File: config.mk
export PLATFORM = sky130hd
export DESIGN_NAME = row_act_tracker
export DESIGN_NICKNAME = d
export VERILOG_FILES = /design/src/rtl/rat_pkg.sv /design/src/rtl/rat_counter_bank.sv /design/src/rtl/rat_req_queue.sv /design/src/rtl/row_act_tracker.sv
export SDC_FILE = /design/constraint.sdc
export NUM_CORES = 1
export LEC_CHECK = 0
export BUFFER_PORTS_ARGS = -buffer_cell sky130_fd_sc_hd__buf_2
export CAP_MARGIN = 40
export CORE_MARGIN = 2
export CORE_UTILIZATION = 45
export CTS_CLUSTER_DIAMETER = 50
export DETAILED_ROUTE_END_ITERATION = 10
export PLACE_DENSITY = 0.65
export SLEW_MARGIN = 10
export SYNTH_ARGS = -nofsm -noshare
export SYNTH_HDL_FRONTEND = slang
export SYNTH_SLANG_ARGS = --single-unit
File: constraint.sdc
create_clock -name clk -period 2.3 [get_ports clk]
set_input_delay 0.115 -clock clk [delete_from_list [all_inputs] [get_ports clk]]
set_output_delay 0.115 -clock clk [all_outputs]
set_load 0.03 [all_outputs]
File: src/rtl/rat_pkg.sv
package rat_pkg;
  // Lowest row of group g for groups of gs rows
  function automatic int unsigned grp_base(int unsigned g, int unsigned gs);
    return g * gs;
  endfunction

  // Inclusive first row of the refresh range, clipped at row 0
  function automatic int unsigned span_first(int unsigned g, int unsigned gs);
    return (g == 0) ? 0 : grp_base(g, gs) - 1;
  endfunction

  // Inclusive last row of the refresh range, clipped at the top row
  function automatic int unsigned span_last(int unsigned g, int unsigned gs,
                                            int unsigned ngrp, int unsigned nrows);
    return (g == ngrp - 1) ? nrows - 1 : grp_base(g, gs) + gs;
  endfunction
endpackage

File: src/rtl/rat_counter_bank.sv
module rat_counter_bank #(
  parameter int GROUPS = 16,
  parameter int THRESH = 8,
  localparam int GW = $clog2(GROUPS),
  localparam int CW = (THRESH > 2) ? $clog2(THRESH) : 1
) (
  input  logic          clk,
  input  logic          rst_n,
  input  logic          act_valid,
  input  logic [GW-1:0] act_grp,
  input  logic          intv_tick,
  output logic          hit,
  output logic [GW-1:0] hit_grp
);
  localparam logic [CW-1:0] CNT_TOP = CW'(THRESH - 1);

  logic [CW-1:0] cnt_q [GROUPS];
  logic [GROUPS-1:0] nonzero;

  // hit: this activation is the THRESH-th of its group (never on a tick)
  assign hit     = act_valid && !intv_tick && (cnt_q[act_grp] == CNT_TOP);
  assign hit_grp = act_grp;

  for (genvar g = 0; g < GROUPS; g++) begin : g_cnt
    wire sel = act_valid && (act_grp == GW'(g));
    always_ff @(posedge clk) begin
      if (!rst_n)         cnt_q[g] <= '0;
      else if (intv_tick) cnt_q[g] <= sel ? CW'(1) : '0;
      else if (sel)       cnt_q[g] <= (cnt_q[g] == CNT_TOP) ? '0 : cnt_q[g] + CW'(1);
    end
    assign nonzero[g] = (cnt_q[g] != '0);
  end

  // a hit leaves the group's counter at zero
  a_r3_hit_clears: assert property (@(posedge clk) disable iff (!rst_n)
    hit |=> (cnt_q[$past(act_grp)] == '0));

  // a tick without activation leaves all counters at zero
  a_r6_tick_clears: assert property (@(posedge clk) disable iff (!rst_n)
    (intv_tick && !act_valid) |=> (nonzero == '0));

  // a tick with activation leaves exactly one counter at one
  a_r7_tick_counts: assert property (@(posedge clk) disable iff (!rst_n)
    (intv_tick && act_valid) |=> ($countones(nonzero) == 1));
endmodule

File: src/rtl/rat_req_queue.sv
module rat_req_queue #(
  parameter int DW    = 20,
  parameter int DEPTH = 2,
  localparam int PW   = (DEPTH > 1) ? $clog2(DEPTH) : 1,
  localparam int NW   = $clog2(DEPTH + 1)
) (
  input  logic          clk,
  input  logic          rst_n,
  input  logic          push,
  input  logic [DW-1:0] push_data,
  input  logic          pop,
  output logic          not_empty,
  output logic [DW-1:0] head
);
  logic [DW-1:0] mem_q [DEPTH];
  logic [PW-1:0] wr_q, rd_q;
  logic [NW-1:0] fill_q;

  wire full    = (fill_q == NW'(DEPTH));
  wire do_pop  = pop && not_empty;
  wire do_push = push && (!full || do_pop);

  assign not_empty = (fill_q != '0);
  assign head      = mem_q[rd_q];

  function automatic logic [PW-1:0] nxt(logic [PW-1:0] p);
    return (p == PW'(DEPTH - 1)) ? '0 : p + PW'(1);
  endfunction

  always_ff @(posedge clk) begin
    if (!rst_n) begin
      wr_q   <= '0;
      rd_q   <= '0;
      fill_q <= '0;
    end else begin
      if (do_push) wr_q <= nxt(wr_q);
      if (do_pop)  rd_q <= nxt(rd_q);
      fill_q <= fill_q + NW'(do_push) - NW'(do_pop);
    end
  end

  always_ff @(posedge clk) begin
    if (do_push) mem_q[wr_q] <= push_data;
  end

  // occupancy never exceeds DEPTH
  a_r9_no_overflow: assert property (@(posedge clk) disable iff (!rst_n)
    fill_q <= NW'(DEPTH));

  // a pop on an empty queue leaves it empty
  a_r10_idle_pop: assert property (@(posedge clk) disable iff (!rst_n)
    (pop && !not_empty && !push) |=> !not_empty);
endmodule

File: src/rtl/row_act_tracker.sv
module row_act_tracker #(
  parameter int ROWS   = 1024,
  parameter int GROUPS = 16,
  parameter int THRESH = 8,
  parameter int DEPTH  = 2,
  localparam int RW    = $clog2(ROWS),
  localparam int GW    = $clog2(GROUPS),
  localparam int GSIZE = ROWS / GROUPS
) (
  input  logic          clk,
  input  logic          rst_n,
  input  logic          act_valid,
  input  logic [RW-1:0] act_row,
  input  logic          intv_tick,
  output logic          ref_req,
  output logic [RW-1:0] ref_first,
  output logic [RW-1:0] ref_last,
  input  logic          ref_ack
);
  import rat_pkg::*;

  logic [GW-1:0] act_grp, hit_grp;
  logic          hit;
  logic [RW-1:0] span_lo, span_hi;

  // group taken from the upper row address bits
  assign act_grp = act_row[RW-1 -: GW];

  rat_counter_bank #(.GROUPS(GROUPS), .THRESH(THRESH)) u_cnt (
    .clk(clk), .rst_n(rst_n), .act_valid(act_valid), .act_grp(act_grp),
    .intv_tick(intv_tick), .hit(hit), .hit_grp(hit_grp)
  );

  always_comb begin
    span_lo = RW'(span_first(int'(hit_grp), GSIZE));
    span_hi = RW'(span_last(int'(hit_grp), GSIZE, GROUPS, ROWS));
  end

  rat_req_queue #(.DW(2*RW), .DEPTH(DEPTH)) u_q (
    .clk(clk), .rst_n(rst_n), .push(hit), .push_data({span_lo, span_hi}),
    .pop(ref_ack), .not_empty(ref_req), .head({ref_first, ref_last})
  );

  // an unacknowledged request holds still
  a_r8_hold: assert property (@(posedge clk) disable iff (!rst_n)
    (ref_req && !ref_ack) |=> (ref_req && $stable(ref_first) && $stable(ref_last)));

  // a hit always leaves a request raised
  a_r3_hit_raises: assert property (@(posedge clk) disable iff (!rst_n)
    hit |=> ref_req);

  // a range is ordered and spans at least one group
  a_r4_span_order: assert property (@(posedge clk) disable iff (!rst_n)
    ref_req |-> (int'(ref_last) - int'(ref_first) >= GSIZE));

  // no request out of reset
  a_r1_reset_idle: assert property (@(posedge clk)
    !rst_n |=> !ref_req);
endmodule

==> impl_metrics.json, run 1 <==
{
  "gp_congestion": 0.824,
  "cts_tree": "yes",
  "syn_inst": 351,
  "filler_cell_count": 780,
  "avgSynthCellArea_um2": 12.0,
  "multiInputGateArea_um2": 1860,
  "die_w_um": 101,
  "setup_slack_ps": 27.0,
  "cp-end-kind": "register",
  "clock-sinks": 73,
  "antenna_found_initial": 0,
  "power_density_nw_per_um2": 670,
  "die_h_um": 101,
  "synth_nets": 405,
  "cp_slowest_stage_delay_ps": 670,
  "final_cell_mix": "edfxtp_1 (68), ha_1 (39), nor2_1 (38)",
  "reg2reg_to": "u_q.mem_q[0][7]",
  "insertion_delay_ps": 350,
  "synth_fa_ha_area_share_pct": 11.6,
  "peakVddDrop_mv": 0.340,
  "synth_largest_area_cell": "edfxtp_1",
  "cts_buffers": 9,
  "vias": 2729,
  "regToRegSetupSlack_ps": 30,
  "status": "completed",
  "netlist_area_um2": 4200,
  "firstDrtPassIters": 4,
  "drt-initial-drc-count": 129,
  "wl_met3_um": 343,
  "p_int_mw": 2.32,
  "setup_viol": 0,
  "pre_cts_ws_ps": -66.0,
  "power_frac_clock_pct": 34.3,
  "overflow": 0,
  "r2r-start": "u_cnt.cnt_q[13][2]",
  "post_cts_buffers": 0,
  "drive_gt1_share_pct": 21.6,
  "hold_depth": 2,
  "ff2ff_path_depth": 5,
  "skew_ps": 15.8,
  "track_usage_pct": 17.3,
  "fin_crit_sh_pct": 98.8,
  "slowest_stage": "nor2_1",
  "synth_xor_area_share_pct": 0.834,
  "grt_start_max_net_pins": 19,
  "synth_compound_area_share_pct": 3.93,
  "synth-async-reset-ratio_pct": 0,
  "worst-slew-pin-transition_ps": 843,
  "synthSimpleGateAreaFrac_pct": 17.4,
  "die-area_um2": 10100,
  "min_to": "u_q.rd_q",
  "wl_mm": 8.13,
  "hold_violations": 0,
  "critPathRequiredTime_ps": 2270,
  "p_comb_share_pct": 15.8,
  "relSlewSlack_pct": 43.6,
  "p_sw_share_pct": 26.2,
  "cts-hold-fix-buffers": 0,
  "synth_edf_count": 68,
  "p_leak_nw": 2.02,
  "met1Wirelength_mm": 3.90,
  "worstPathArrival_ps": 2240,
  "syn_to_final_growth_pct": 11.4,
  "ant_nets": 0,
  "pin_count": 36,
  "p_sw_uw": 824,
  "final_nets": 437,
  "max_freq_mhz": 440,
  "yosysUniqueCellTypes": 35,
  "top_layer": "met4",
  "cts-htree-levels": 3,
  "drc": 0,
  "worstHoldPathType": "primary input to register",
  "wl_met2_mm": 3.79,
  "final_common_cell": "edfxtp_1",
  "core_area_um2": 9150,
  "rsz0062_at_grt": "yes",
  "synth_ff_type": "edfxtp_1",
  "startpoint_type": "register",
  "post-dp-hpwl_mm": 6.06,
  "start_util_pct": 45.9,
  "ys_seq_elements": 73,
  "maxCapViolations": 0,
  "crit_path_cell_trace": "mux4_1 > nor2b_1 > a2111oi_2 > nand4_2 > nor2_1",
  "tns_ps": 0,
  "final-seq-area_um2": 2140,
  "worstSetupPathType": "register to register",
  "ys_top_cells_by_area": "edfxtp_1 (49%), ha_1 (12%), mux4_1 (5.6%)",
  "critPathMaxFanout": 10,
  "rows": 35,
  "clockBufferDepth": 2,
  "synthDominantCellAreaShare_pct": 48.6,
  "synth_top_family_by_area": "simple AND/OR/NAND/NOR gates",
  "vias_per_cell": 5.47,
  "ys_warn_count": 0,
  "power_frac_seq_pct": 49.9,
  "finalCriticalPeriod_ps": 2270,
  "drv_slew": 0,
  "grt_pass1_wl_mm": 13.2,
  "ys_seq_area_share_pct": 51.0,
  "cts_root_buffer": "clkbuf_8",
  "wl_per_cell_um": 16.3,
  "antenna_cells": 0,
  "clk_pin_slew_ps": 80,
  "hold_start": "rst_n",
  "synth.area.mux_share_pct": 10.4,
  "port_buffers": 29,
  "grt_pass1_vias": 2606
}
-- cell usage after synthesis, types with 2 or more instances --
cell       n
a21oi_1    5
a22oi_1    4
and2_1    36
buf_2      3
buf_4     10
buf_6      2
clkbuf_1  12
dfxtp_1    5
edfxtp_1  68
ha_1      39
inv_1      7
mux2_2    10
mux2i_1    2
mux4_1     9
mux4_2     3
nand2_1   23
nand3_1   13
nand4_1    2
nor2_1    38
nor2b_1    8
nor3_1    19
o21ai_0   16
or2_2      2
xnor2_1    4
-- critical path: cells and delay by family, from the launching register on --
family	cells	cell delay, ps
muxes	1	250
and+or+nand+nor	3	900
AOI/OAI and AO/OA	1	380
DFF	1	370
-- power by group through the flow --
stage	registers, mW	clock network, mW	logic [mW]
after global routing	1.57	1.15	0.545
after detailed placement	1.60	0	0.497
final	1.57	1.08	0.497
after CTS	1.57	1.10	0.499
after global placement	1.59	0	0.490
after floorplan	1.56	0	0.411
-- worst max-delay path by stage --
stage / start / to / slack (ps) / depth (start not counted)
floorplan: act_row[6] / u_q.mem_q[1][15] / 330 / 6
global route: u_cnt.cnt_q[13][2] / u_q.mem_q[0][19] / -130 / 5
finish: u_cnt.cnt_q[13][2] / u_q.mem_q[0][7] / 30 / 5
global placement: act_row[6] / u_q.mem_q[0][16] / -0.5 / 6
detailed placement: act_row[6] / u_q.mem_q[0][16] / -70 / 6
CTS: u_cnt.cnt_q[13][2] / u_q.mem_q[0][7] / -10 / 5
-- metal layers --
layer / vias up / GRT usage (%)
met3: 9 / 4.23
met4: 0 / 5.58
met2: 69 / 27.2
li1: 1334 / -
met1: 1317 / 23.8
met5: - / 0
-- layout make-up --
class                           count  share of cell area [%]
Clock buffer                       10                    2.73
Inverter                            8                   0.641
Tap cell                          111                    2.97
Clock inverter                      6                    1.76
Timing Repair Buffer               50                    6.47
Multi-Input combinational cell    241                    39.7
Sequential cell                    73                    45.7
-- what timing repair did --
action / 4_1_cts / 5_1_grt
cloned: 0 / 0
setup endpoints to repair: 14 / 21
resized for setup: 0 / 1
hold endpoints to repair: 0 / 0
-- state kept, by name, indices dropped and copies added, names as in the netlist, named ones only --
register,count
u_q.mem_q,20
u_q.fill_q,2
u_q.wr_q,1
u_q.rd_q,1
u_cnt.cnt_q,48
-- per-stage QoR --
stage | hold WS, ps | utilization (%) | instances | power [mW] | area (µm²)
2_1_floorplan | 261 | - | 351 | 1.97 | 4200
3_3_place_gp | 462 | 48.8 | 483 | 2.08 | 4470
3_5_place_dp | 469 | 48.8 | 483 | 2.09 | 4470
4_1_cts | 113 | 51.1 | 499 | 3.17 | 4680
5_1_grt | 125 | 51.2 | 499 | 3.27 | 4680
6_report | 123 | 51.2 | 499 | 3.14 | 4680
-- kinds of logic after synthesis --
| family | Yosys count |
|---|---|
| adder cells (fa/ha/maj) | 39 |
| AND/OR/NAND/NOR | 146 |
| flip-flops | 73 |
| XOR/XNOR | 4 |
| buffers and inverters | 37 |
| AO/OA/AOI/OAI | 28 |
| multiplexers | 24 |
Power figures use the tool's default switching activity.
==> run 2, diff against run 1 <==
--- a/config.mk
+++ b/config.mk
@@ -9,6 +9,7 @@
 export CAP_MARGIN = 40
 export CORE_MARGIN = 2
 export CORE_UTILIZATION = 45
+export CTS_BUF_LIST = sky130_fd_sc_hd__clkbuf_2 sky130_fd_sc_hd__clkbuf_4 sky130_fd_sc_hd__clkbuf_8
 export CTS_CLUSTER_DIAMETER = 50
 export DETAILED_ROUTE_END_ITERATION = 10
 export PLACE_DENSITY = 0.65
==> impl_metrics.json, run 2 (same netlist as run 1, synthesis figures left out) <==
{
  "status": "completed",
  "grt_start_max_net_pins": 19,
  "drc": 0,
  "cts-htree-levels": 3,
  "clk_pin_slew_ps": 80,
  "regMostFlops": "u_cnt.cnt_q",
  "cts_root_buffer": "clkbuf_8",
  "cp-end-kind": "register",
  "dpl.cell_count": 483,
  "overflow": 0,
  "maxCapViolations": 0,
  "die-area_um2": 10100,
  "wl_mm": 8.19,
  "vias": 2726,
  "cts_tree": "yes",
  "die_w_um": 101,
  "fin_crit_sh_pct": 99.3,
  "critPathRequiredTime_ps": 2270,
  "cts_buffers": 9,
  "worstHoldPathType": "primary input to register",
  "gp_congestion": 0.824,
  "final_nets": 437,
  "critPathMaxFanout": 10,
  "core_area_um2": 9150,
  "clock-sinks": 73,
  "final_common_cell": "edfxtp_1",
  "crit_path_cell_trace": "mux4_1 > nor2b_1 > a2111oi_2 > nand4_2 > nor2_1",
  "power_density_nw_per_um2": 673,
  "place_area_um2": 4470,
  "track_usage_pct": 17.4,
  "antenna_cells": 0,
  "finalCriticalPeriod_ps": 2280,
  "whs_ps": 127,
  "drt-initial-drc-count": 129,
  "wl_per_cell_um": 16.4,
  "slowest_stage": "nor2_1",
  "hold_violations": 0,
  "largest_register_ff_count": 48,
  "grt_pass1_vias": 2610,
  "ant_nets": 0,
  "setup_slack_ps": 16.6,
  "firstDrtPassIters": 4,
  "die_h_um": 101,
  "cp_slowest_stage_delay_ps": 680,
  "worstSetupPathType": "register to register",
  "rsz0062_at_grt": "yes",
  "insertion_delay_ps": 350,
  "vias_per_cell": 5.46,
  "power_mw": 3.15,
  "drive_gt1_share_pct": 21.9,
  "relSlewSlack_pct": 42.5,
  "syn_to_final_growth_pct": 11.5,
  "skew_ps": 15.4,
  "p_leak_nw": 2.02,
  "port_buffers": 29,
  "setup_viol": 0,
  "start_util_pct": 45.9,
  "pre_cts_ws_ps": -66.0,
  "grt_pass1_wl_mm": 13.2,
  "worst-slew-pin-transition_ps": 859,
  "post-dp-hpwl_mm": 6.06,
  "pin_count": 36,
  "cts-hold-fix-buffers": 0,
  "worstPathArrival_ps": 2250,
  "rows": 35,
  "design_area_um2": 4690,
  "reg.largest.list": "u_cnt.cnt_q: 48 flops, u_q.mem_q: 20 flops, u_q.fill_q: 2 flops",
  "ctsResizeCount": 0,
  "drv_slew": 0,
  "final_cells": 499,
  "fin_util_pct": 51.2,
  "final_cell_mix": "edfxtp_1 (68), ha_1 (39), nor2_1 (38)",
  "filler_cell_count": 779,
  "antenna_found_initial": 0,
  "tns_ps": 0,
  "clockBufferDepth": 2,
  "startpoint_type": "register",
  "peakVddDrop_mv": 0.340,
  "max_freq_mhz": 438,
  "post_cts_buffers": 0
}
## run 2: final timing paths
kind | startpoint | endpoint | slack (ps) | cells past startpoint
worst max-delay path | u_cnt.cnt_q[13][2] | u_q.mem_q[0][19] | 20 | 5
worst min-delay path | rst_n | u_q.rd_q | 130 | 2
worst max register to register | u_cnt.cnt_q[13][2] | u_q.mem_q[0][19] | 20 | 5
worst min register to register | u_q.wr_q | u_q.wr_q | 480 | 2
## run 2: layout make-up
class / instances / area, µm² / area share, %
inverters: 8 / 30.0 / 0.641
flip-flops and latches: 73 / 2140 / 45.7
clock inverters: 6 / 82.6 / 1.76
well taps: 111 / 139 / 2.96
clock buffers: 10 / 131 / 2.80
multi-input cells: 241 / 1860 / 39.7
repair buffers: 50 / 303 / 6.46
## run 2: metal layers
layer | GRT usage, % | part of all wire, %
met1 | 23.7 | 48
met2 | 27.4 | 47
met3 | 4.23 | 4.1
met4 | 5.58 | 1.2
met5 | 0 | 0
## run 2: worst max-delay path: cells and delay by family, from the launching register on
kind             cells  cell delay [ps]
AND/OR/NAND/NOR      3              900
flip-flops           1              370
AO/OA/AOI/OAI        1              380
multiplexers         1              250
## run 2: report_power, final
part / internal (mW) / switching, mW
Sequential: 1.51 / 0.0564
Combinational: 0.200 / 0.297
Clock: 0.618 / 0.472
==> run 3, diff against run 2 <==
==> constraint.sdc (replaced) <==
create_clock -name clk -period 2.8 [get_ports clk]
set_input_delay 0.14 -clock clk [delete_from_list [all_inputs] [get_ports clk]]
set_output_delay 0.14 -clock clk [all_outputs]
set_load 0.03 [all_outputs]
==> impl_metrics.json, run 3 (same netlist as run 1, synthesis figures left out) <==
{
  "wl_met3_um": 316,
  "drv_slew": 0,
  "met1Wirelength_mm": 3.61,
  "core_area_um2": 9150,
  "pin_count": 36,
  "gp_congestion": 0.797,
  "crit_top_cell": "xnor2_1",
  "rows": 35,
  "start_util_pct": 45.9,
  "firstDrtPassIters": 4,
  "grt_pass1_wl_mm": 13.2,
  "whs_ps": 244,
  "hold_violations": 0,
  "peakVddDrop_mv": 0.186,
  "status": "completed",
  "overflow": 0,
  "startpoint_type": "register",
  "antenna_cells": 0,
  "cp-startpoint": "u_cnt.cnt_q[0][1]",
  "setup_slack_ps": 623,
  "p_sw_uw": 658,
  "die-area_um2": 10100,
  "rsz0062_at_grt": "no",
  "pre_cts_ws_ps": 365,
  "clockBufferDepth": 2,
  "cts_root_buffer": "clkbuf_8",
  "tns_ps": 0,
  "reg.largest.list": "u_cnt.cnt_q: 48 flops, u_q.mem_q: 20 flops, u_q.fill_q: 2 flops",
  "final_common_cell": "edfxtp_1",
  "vias_per_cell": 5.49,
  "p_comb_share_pct": 16.0,
  "min_to": "u_cnt.cnt_q[11][0]",
  "cts-htree-levels": 3,
  "wl_mm": 7.91,
  "cts_buffers": 9,
  "drt-initial-drc-count": 155,
  "wl_met2_mm": 3.81,
  "final_cells": 483,
  "skew_ps": 12.3,
  "worstHoldPathType": "primary input to register",
  "setup_viol": 0,
  "post-dp-hpwl_mm": 5.86,
  "p_leak_nw": 1.93,
  "top_layer": "met5",
  "wl_per_cell_um": 16.4,
  "relSlewSlack_pct": 44.5,
  "p_sw_share_pct": 27.2,
  "power_mw": 2.42,
  "cts-hold-fix-buffers": 0,
  "final_cell_mix": "edfxtp_1 (68), ha_1 (39), nor2_1 (38)",
  "critPathMaxFanout": 3,
  "grt_pass1_vias": 2693,
  "power_density_nw_per_um2": 535,
  "grt_start_max_net_pins": 20,
  "worstPathArrival_ps": 2420,
  "p_int_mw": 1.76,
  "fin_crit_sh_pct": 77.8,
  "ant_nets": 0,
  "power_frac_seq_pct": 53.2,
  "antenna_found_initial": 1,
  "worst-slew-pin-transition_ps": 832,
  "dpl.cell_count": 467,
  "largest_register_ff_count": 48,
  "r2r-start": "u_cnt.cnt_q[0][1]",
  "drive_gt1_share_pct": 18.5,
  "final_nets": 421,
  "regToRegSetupSlack_ps": 620,
  "regMostFlops": "u_cnt.cnt_q",
  "ctsResizeCount": 0,
  "cp-end-kind": "register",
  "reg2reg_to": "u_q.fill_q[1]",
  "cts_tree": "yes",
  "ff2ff_path_depth": 9,
  "track_usage_pct": 17.2,
  "hold_depth": 3,
  "clk_pin_slew_ps": 70,
  "critPathRequiredTime_ps": 3040,
  "slowest_stage": "mux4_1",
  "insertion_delay_ps": 350,
  "worstSetupPathType": "register to register",
  "die_h_um": 101,
  "syn_to_final_growth_pct": 7.68,
  "die_w_um": 101,
  "hold_start": "rst_n",
  "power_frac_clock_pct": 30.8,
  "cp_slowest_stage_delay_ps": 520,
  "maxCapViolations": 0,
  "port_buffers": 29,
  "drc": 0,
  "crit_path_cell_trace": "mux4_1 > a22oi_1 > nand2_1 > nand4_2 > inv_2 > ha_1 > xnor2_1 > xnor2_1 > and2_1",
  "clock-sinks": 73,
  "vias": 2653,
  "max_freq_mhz": 459,
  "finalCriticalPeriod_ps": 2180,
  "post_cts_buffers": 0
}
-- run 3: changes by cell type in the layout (fill, tap and decap cells not counted), sizes merged --
cell | before | now
clkbuf | 10 | 13
bufinv | 2 | 0
clkinv | 4 | 2
clkinvlp | 0 | 1
buf | 50 | 34
-- run 3: layout make-up --
cell class                 count  area (µm²)
sequential                    73        2140
inverter                       8        30.0
clock inverter                 3        17.5
tap                          111         139
fill                         812        4630
clock buffer                  13         160
timing repair buffer          34         183
multi-input combinational    241        1850
-- run 3: through the flow --
step,area (µm²),util (%)
final,4530,49.4
after global routing,4530,49.4
after CTS,4530,49.4
after detailed placement,4350,47.5
after global placement,4350,47.5
after floorplan,4200,-
-- run 3: worst max-delay path: cells and delay by family (launching register included) --
| kind | cells | cell delay, ps |
|---|---|---|
| buf+inv | 1 | 50 |
| compound gates | 1 | 270 |
| simple gates | 3 | 370 |
| fa+ha+maj | 1 | 180 |
| xor+xnor | 2 | 270 |
| flops | 1 | 410 |
| mux | 1 | 520 |
-- run 3: worst max-delay path by stage --
stage	cells after the start	slack (ps)	end
global route	9	520	u_q.fill_q[1]
floorplan	6	800	u_q.mem_q[1][15]
detailed placement	10	370	u_q.fill_q[1]
global placement	10	410	u_q.fill_q[1]
finish	9	620	u_q.fill_q[1]
CTS	9	600	u_q.fill_q[1]
-- run 3: power by group through the flow --
stage,clock [mW],combinational (mW),sequential (mW)
floorplan,0,0.338,1.28
global placement,0,0.380,1.31
detailed placement,0,0.389,1.31
CTS,0.765,0.392,1.29
global route,0.810,0.427,1.29
finish,0.747,0.387,1.29
-- run 3: routing by layer --
layer	vias up	track usage, %
met1	1288	21.9
met3	14	3.68
li1	1297	-
met2	52	28.2
met5	-	0
met4	2	7.69
